===== src/rtl/timer_csr_pkg.sv =====
package timer_csr_pkg;
  localparam int REG_W      = 16;
  localparam int PRESC_LSB  = 0;
  localparam int PRESC_W    = 3;
  localparam int EDGE_LSB   = 3;
  localparam int EDGE_W     = 2;
  localparam int UNIE_BIT   = 5;
  localparam int CAPCTL_LSB = 6;
  localparam int CAPCTL_W   = 2;
  localparam int UNF_BIT    = 8;
  localparam int CAPF_BIT   = 9;

  typedef struct packed {
    logic loadCfg;
    logic clrUnf;
    logic clrCap;
    logic latchRead;
  } csrStrobe_t;
endpackage


===== src/rtl/timer_csr_ctrl.sv =====
module timer_csr_ctrl
  import timer_csr_pkg::*;
(
  input  logic             wrEn,
  input  logic [REG_W-1:0] wrData,
  input  logic             rdEn,
  output csrStrobe_t       strobe
);
  // Flag bits clear only on a written 0; a written 1 is a no-op.
  always_comb begin
    strobe.loadCfg   = wrEn;
    strobe.clrUnf    = wrEn && !wrData[UNF_BIT];
    strobe.clrCap    = wrEn && !wrData[CAPF_BIT];
    strobe.latchRead = rdEn;
  end

  logic unusedWrBits;
  assign unusedWrBits = ^{wrData[REG_W-1:CAPF_BIT+1], wrData[UNF_BIT-1:0]};
endmodule


===== src/rtl/timer_csr_dp.sv =====
module timer_csr_dp
  import timer_csr_pkg::*;
#(
  parameter bit HAS_CAPTURE = 1'b1
) (
  input  logic                clk,
  input  logic                rstN,
  input  csrStrobe_t          strobe,
  input  logic [REG_W-1:0]    wrData,
  input  logic                underflowEvt,
  input  logic                captureEvt,
  output logic [REG_W-1:0]    rdData,
  output logic [PRESC_W-1:0]  clkSelect,
  output logic [EDGE_W-1:0]   edgeSelect,
  output logic [CAPCTL_W-1:0] captureCtl,
  output logic                irq
);
  logic [PRESC_W-1:0]  prescReg;
  logic [EDGE_W-1:0]   edgeReg;
  logic                unieReg;
  logic                unfReg;
  logic [CAPCTL_W-1:0] capCtlReg;
  logic                capFlagReg;
  logic [REG_W-1:0]    regView;

  always_ff @(posedge clk) begin
    if (!rstN) begin
      prescReg <= '0;
      edgeReg  <= '0;
      unieReg  <= 1'b0;
    end else if (strobe.loadCfg) begin
      prescReg <= wrData[PRESC_LSB +: PRESC_W];
      edgeReg  <= wrData[EDGE_LSB +: EDGE_W];
      unieReg  <= wrData[UNIE_BIT];
    end
  end

  // Event set has priority over a same-cycle clear.
  always_ff @(posedge clk) begin
    if (!rstN) unfReg <= 1'b0;
    else       unfReg <= underflowEvt | (unfReg & ~strobe.clrUnf);
  end

  generate
    if (HAS_CAPTURE) begin : g_capture
      always_ff @(posedge clk) begin
        if (!rstN) begin
          capCtlReg  <= '0;
          capFlagReg <= 1'b0;
        end else begin
          if (strobe.loadCfg) capCtlReg <= wrData[CAPCTL_LSB +: CAPCTL_W];
          capFlagReg <= captureEvt | (capFlagReg & ~strobe.clrCap);
        end
      end

      assert_cap_set_R7: assert property (@(posedge clk) disable iff (!rstN)
        captureEvt |=> capFlagReg);
      assert_cap_clear_only_by_write_R7: assert property (@(posedge clk) disable iff (!rstN)
        $fell(capFlagReg) |-> $past(strobe.loadCfg && !wrData[CAPF_BIT]));
    end else begin : g_plain
      assign capCtlReg  = '0;
      assign capFlagReg = 1'b0;
      logic unusedCapInputs;
      assign unusedCapInputs = captureEvt ^ strobe.clrCap;
    end
  endgenerate

  always_comb begin
    regView = '0;
    regView[PRESC_LSB +: PRESC_W]   = prescReg;
    regView[EDGE_LSB +: EDGE_W]     = edgeReg;
    regView[UNIE_BIT]               = unieReg;
    regView[CAPCTL_LSB +: CAPCTL_W] = capCtlReg;
    regView[UNF_BIT]                = unfReg;
    regView[CAPF_BIT]               = capFlagReg;
  end

  always_ff @(posedge clk) begin
    if (!rstN)                 rdData <= '0;
    else if (strobe.latchRead) rdData <= regView;
  end

  assign clkSelect  = prescReg;
  assign edgeSelect = edgeReg;
  assign captureCtl = capCtlReg;
  assign irq = (unfReg & unieReg) | (capFlagReg & (&capCtlReg));

  logic unusedWrHigh;
  assign unusedWrHigh = ^wrData[REG_W-1:CAPCTL_LSB+CAPCTL_W];

  assert_unf_set_R5: assert property (@(posedge clk) disable iff (!rstN)
    underflowEvt |=> unfReg);
  assert_unf_clear_only_by_write_R5: assert property (@(posedge clk) disable iff (!rstN)
    $fell(unfReg) |-> $past(strobe.loadCfg && !wrData[UNF_BIT]));
  assert_set_beats_clear_R6: assert property (@(posedge clk) disable iff (!rstN)
    (underflowEvt && strobe.clrUnf) |=> rdData[UNF_BIT] == $past(rdData[UNF_BIT]) || unfReg);
  assert_sel_follows_write_R3: assert property (@(posedge clk) disable iff (!rstN)
    strobe.loadCfg |=> (clkSelect == $past(wrData[PRESC_LSB +: PRESC_W]))
                     && (edgeSelect == $past(wrData[EDGE_LSB +: EDGE_W])));
  assert_rd_hold_R10: assert property (@(posedge clk) disable iff (!rstN)
    !strobe.latchRead |=> $stable(rdData));
endmodule


===== src/rtl/timer_chan_csr.sv =====
module timer_chan_csr
  import timer_csr_pkg::*;
#(
  parameter bit HAS_CAPTURE = 1'b1
) (
  input  logic                clk,
  input  logic                rstN,
  input  logic                wrEn,
  input  logic [REG_W-1:0]    wrData,
  input  logic                rdEn,
  output logic [REG_W-1:0]    rdData,
  input  logic                underflowEvt,
  input  logic                captureEvt,
  output logic [PRESC_W-1:0]  clkSelect,
  output logic [EDGE_W-1:0]   edgeSelect,
  output logic [CAPCTL_W-1:0] captureCtl,
  output logic                irq
);
  csrStrobe_t strobe;

  timer_csr_ctrl u_ctrl (
    .wrEn   (wrEn),
    .wrData (wrData),
    .rdEn   (rdEn),
    .strobe (strobe)
  );

  timer_csr_dp #(.HAS_CAPTURE(HAS_CAPTURE)) u_dp (
    .clk          (clk),
    .rstN         (rstN),
    .strobe       (strobe),
    .wrData       (wrData),
    .underflowEvt (underflowEvt),
    .captureEvt   (captureEvt),
    .rdData       (rdData),
    .clkSelect    (clkSelect),
    .edgeSelect   (edgeSelect),
    .captureCtl   (captureCtl),
    .irq          (irq)
  );
endmodule


===== config.mk =====
export PLATFORM = sky130hd
export DESIGN_NAME = timer_chan_csr
export DESIGN_NICKNAME = d
export VERILOG_FILES = /design/src/rtl/timer_csr_pkg.sv /design/src/rtl/timer_csr_ctrl.sv /design/src/rtl/timer_csr_dp.sv /design/src/rtl/timer_chan_csr.sv
export SDC_FILE = /design/constraint.sdc
export NUM_CORES = 1
export LEC_CHECK = 0
export BUFFER_PORTS_ARGS = -buffer_cell sky130_fd_sc_hd__buf_2
export CAP_MARGIN = 10
export CELL_PAD_IN_SITES_DETAIL_PLACEMENT = 1
export CELL_PAD_IN_SITES_GLOBAL_PLACEMENT = 1
export CORE_ASPECT_RATIO = 0.5
export CORE_MARGIN = 2
export CORE_UTILIZATION = 27
export DETAILED_ROUTE_END_ITERATION = 16
export PLACE_DENSITY_LB_ADDON = 0.1
export SETUP_SLACK_MARGIN = 0.5
export SYNTH_ARGS = -nofsm -noshare
export SYNTH_HDL_FRONTEND = slang
export SYNTH_SLANG_ARGS = --single-unit

===== constraint.sdc =====
create_clock -name clk -period 0.8 [get_ports clk]
set_clock_uncertainty 0.2 [all_clocks]
set_input_delay 0.12 -clock clk [delete_from_list [all_inputs] [get_ports clk]]
set_output_delay 0.12 -clock clk [all_outputs]
set_load 0.02 [all_outputs]

==> impl_results.md <==
- RSZ-0062 raised after global routing: true
- Fmax: 773 MHz
- DR vias/cell: 4.09
- Hold Violations, Final: 10
- Effective utilization at floorplan: between 20% and 30%
- Cell count after synthesis: 74
- Sequential share of the synthesized area: about 50%
- Leak: roughly 0.64 nW
- CP Launch Type: flop
- Worst-path clk slew: 70 ps
- Flop2flop setup slack: -280 ps
- Setup_tns: -8030 ps
- CTS buffer count: 3
- Part of the cycle the worst path needs: 162%
- Switching fraction of total power: between 20% and 30%
- Slowest stage delay, CP: 330 ps
- Area delta synth->final: 69.8%
- Clock Tree Buf Depth: 2
- Crit-path slowest cell: dfxtp_2
- Crit Path Class: reg -> out
- Critical path data required time: approximately 480 ps
- Max VDD drop: approximately 0.00090 V
- Post-route setup slack: -494 ps
- Buffer and inverter count on the worst path: 1
- Pwr Total: roughly 0.0022 W
- Clock tree root driver cell: clkbuf_8
- Final ANT Viol Nets: 0
- # setup viols final: 38
- Core ar.: around 0.003 sq mm
- Status: finished, violations left
- Fin Hold WS: -98.2 ps
- Die area: 0.00350 sq mm
- Slew Limit Fails: 0
- CTS tree: yes
- Comb power frac: 20.8%
- Global-route wire length before repair: 3290 um
- GRT Total Usage: ~13%
- Final #Nets: 144
- Number of global-route vias before repair: 687
- Crit Path Max Fanout: 2
- Pin count of the biggest net entering global routing: 21
- #FFs+latches synth: 20
- Clock Latency Late Sink: 250 ps
- Sequential power share: 48.8%
- Critical-path cell list: a32o_2, buf_6
- Crit path arrival time: about 970 ps
- Tightest Hold Check Type: in -> reg
- Family with the most delay on the worst path: flip-flops
- Fillers: 334
- Drt drc: 0
- Initial antenna violation count: 0
- Starting DRT DRC Count: 8
- CP Capture Type: output port
- Port buffer count: 33
- YS warnings: 0
- Clock power frac: 30.5%
- WL/cell: 12.3 um
- Mapped cell area: 816 sq um
- Ant. Diodes: 0
- Layout cell share with drive strength beyond 1: 61.2%
- Routability cong.: 0.665
- Synth Area per Inst: 11.0 sq um
- H-tree depth: 1
- Row count: 14
- Fin crit period: 1290 ps
- Unique masters post-synth: 12
- DRT Wirelength: 1980 um
- Sw Pwr: 0.000545 W
- Power Dens Cells: ~1600 mW/mm^2
- Congestion Overflow GR: 0
- DR pass1 iterations: 2
- Vias post-DR: 658
- Io pins: 46
- Violated checks: negative hold slack, negative setup slack
- Pint: about 0.0016 W
- Sink Count: 20
- Maxcap violations: 0
- Die height: 42.9 um
- Chip width: about 82 um
[Yosys cell counts, drive strengths merged]
library cell,count,area [sq um]
conb,1,3.75
clkbuf,1,3.75
a32o,1,10.0
buf,9,72.6
o21ai,2,10.0
mux2i,18,180
nor3b,2,15.0
nor2b,18,113
dfxtp,20,400
nor2,2,7.51
[repair_timing]
action                     CTS  global route
hold endpoints to repair    10            10
pin swaps                    0             0
setup endpoints to repair   38            38
resized for setup           48             1
setup buffers                7             1
cloned                       0             0
[final timing paths]
check                     start              end  depth (start not counted)
max          u_dp.captureCtl[1]              irq                          2
min                   wrData[9]  u_dp.capFlagReg                          3
max reg2reg  u_dp.captureCtl[0]   u_dp.rdData[6]                          4
min reg2reg      u_dp.rdData[4]   u_dp.rdData[4]                          2
[registers in the layout, summed over array words and instances (netlist names)]
register         count
u_dp.rdData         10
u_dp.capFlagReg      1
u_dp.edgeSelect      2
u_dp.unfReg          1
u_dp.captureCtl      2
u_dp.unieReg         1
u_dp.clkSelect       3
[placed cells by master, fill, tap and decap left out, types with 2 or more instances in the layout]
master	n
buf_12	2
buf_2	15
buf_4	3
buf_6	28
clkbuf_8	3
conb_1	6
dfxtp_2	3
dfxtp_4	16
mux2i_1	18
nor2_1	2
nor2b_1	18
nor3b_2	2
[logic make-up (layout without fill, tap and decap cells)]
family          count (synthesis)  after routing  share of synthesized area [%]
flops                          20             20                           49.1
mux                            18             18                           22.1
buf+inv                        10             52                           9.35
other cells                     1              6                          0.460
compound gates                  3              3                           2.45
simple gates                   22             22                           16.6
[per-stage QoR]
stage | setup slack [ps] | cells | hold slack (ps) | utilization (%) | instance area [sq um]
after global routing | -525 | 161 | -88.2 | 47.1 | 1390
after CTS | -499 | 160 | -99.4 | 46.7 | 1370
after detailed placement | -226 | 149 | 170 | 38.2 | 1120
after global placement | -219 | 149 | 156 | 38.2 | 1120
final | -494 | 161 | -98.2 | 47.1 | 1390
after floorplan | -176 | 79 | 50.1 | - | 911
[final cells by class]
| type | count | area [sq um] | share of cell area [%] |
|---|---|---|---|
| clock buffers | 4 | 45.0 | 3.25 |
| multi-input cells | 49 | 373 | 26.9 |
| repair buffers | 48 | 453 | 32.7 |
| well taps | 40 | 50.0 | 3.61 |
| flip-flops and latches | 20 | 464 | 33.5 |
[power groups by stage]
stage               clock (W)  sequential (W)  combinational [W]
floorplan                   0         0.00112           0.000179
CTS                  0.000700         0.00106           0.000449
finish               0.000662         0.00106           0.000451
detailed placement          0         0.00107           0.000348
global route         0.000774         0.00107           0.000484
global placement            0         0.00107           0.000343
[tightest hold or removal path: cells and delay by family]
family / cells / cell delay, ps
buffers and inverters: 1 / 80
AND/OR/NAND/NOR: 2 / 110
[metal layers]
layer / up-vias / share of wire [%] / GRT usage, % / wire length, um
met5: - / 0 / 0 / 0
met4: 0 / 1.2 / 4.00 / 24
met3: 2 / 6.0 / 3.83 / 120
met2: 27 / 52 / 23.1 / 1030
met1: 302 / 41 / 14.6 / 809
li1: 327 / - / - / -
Power figures use the tool's default switching activity.
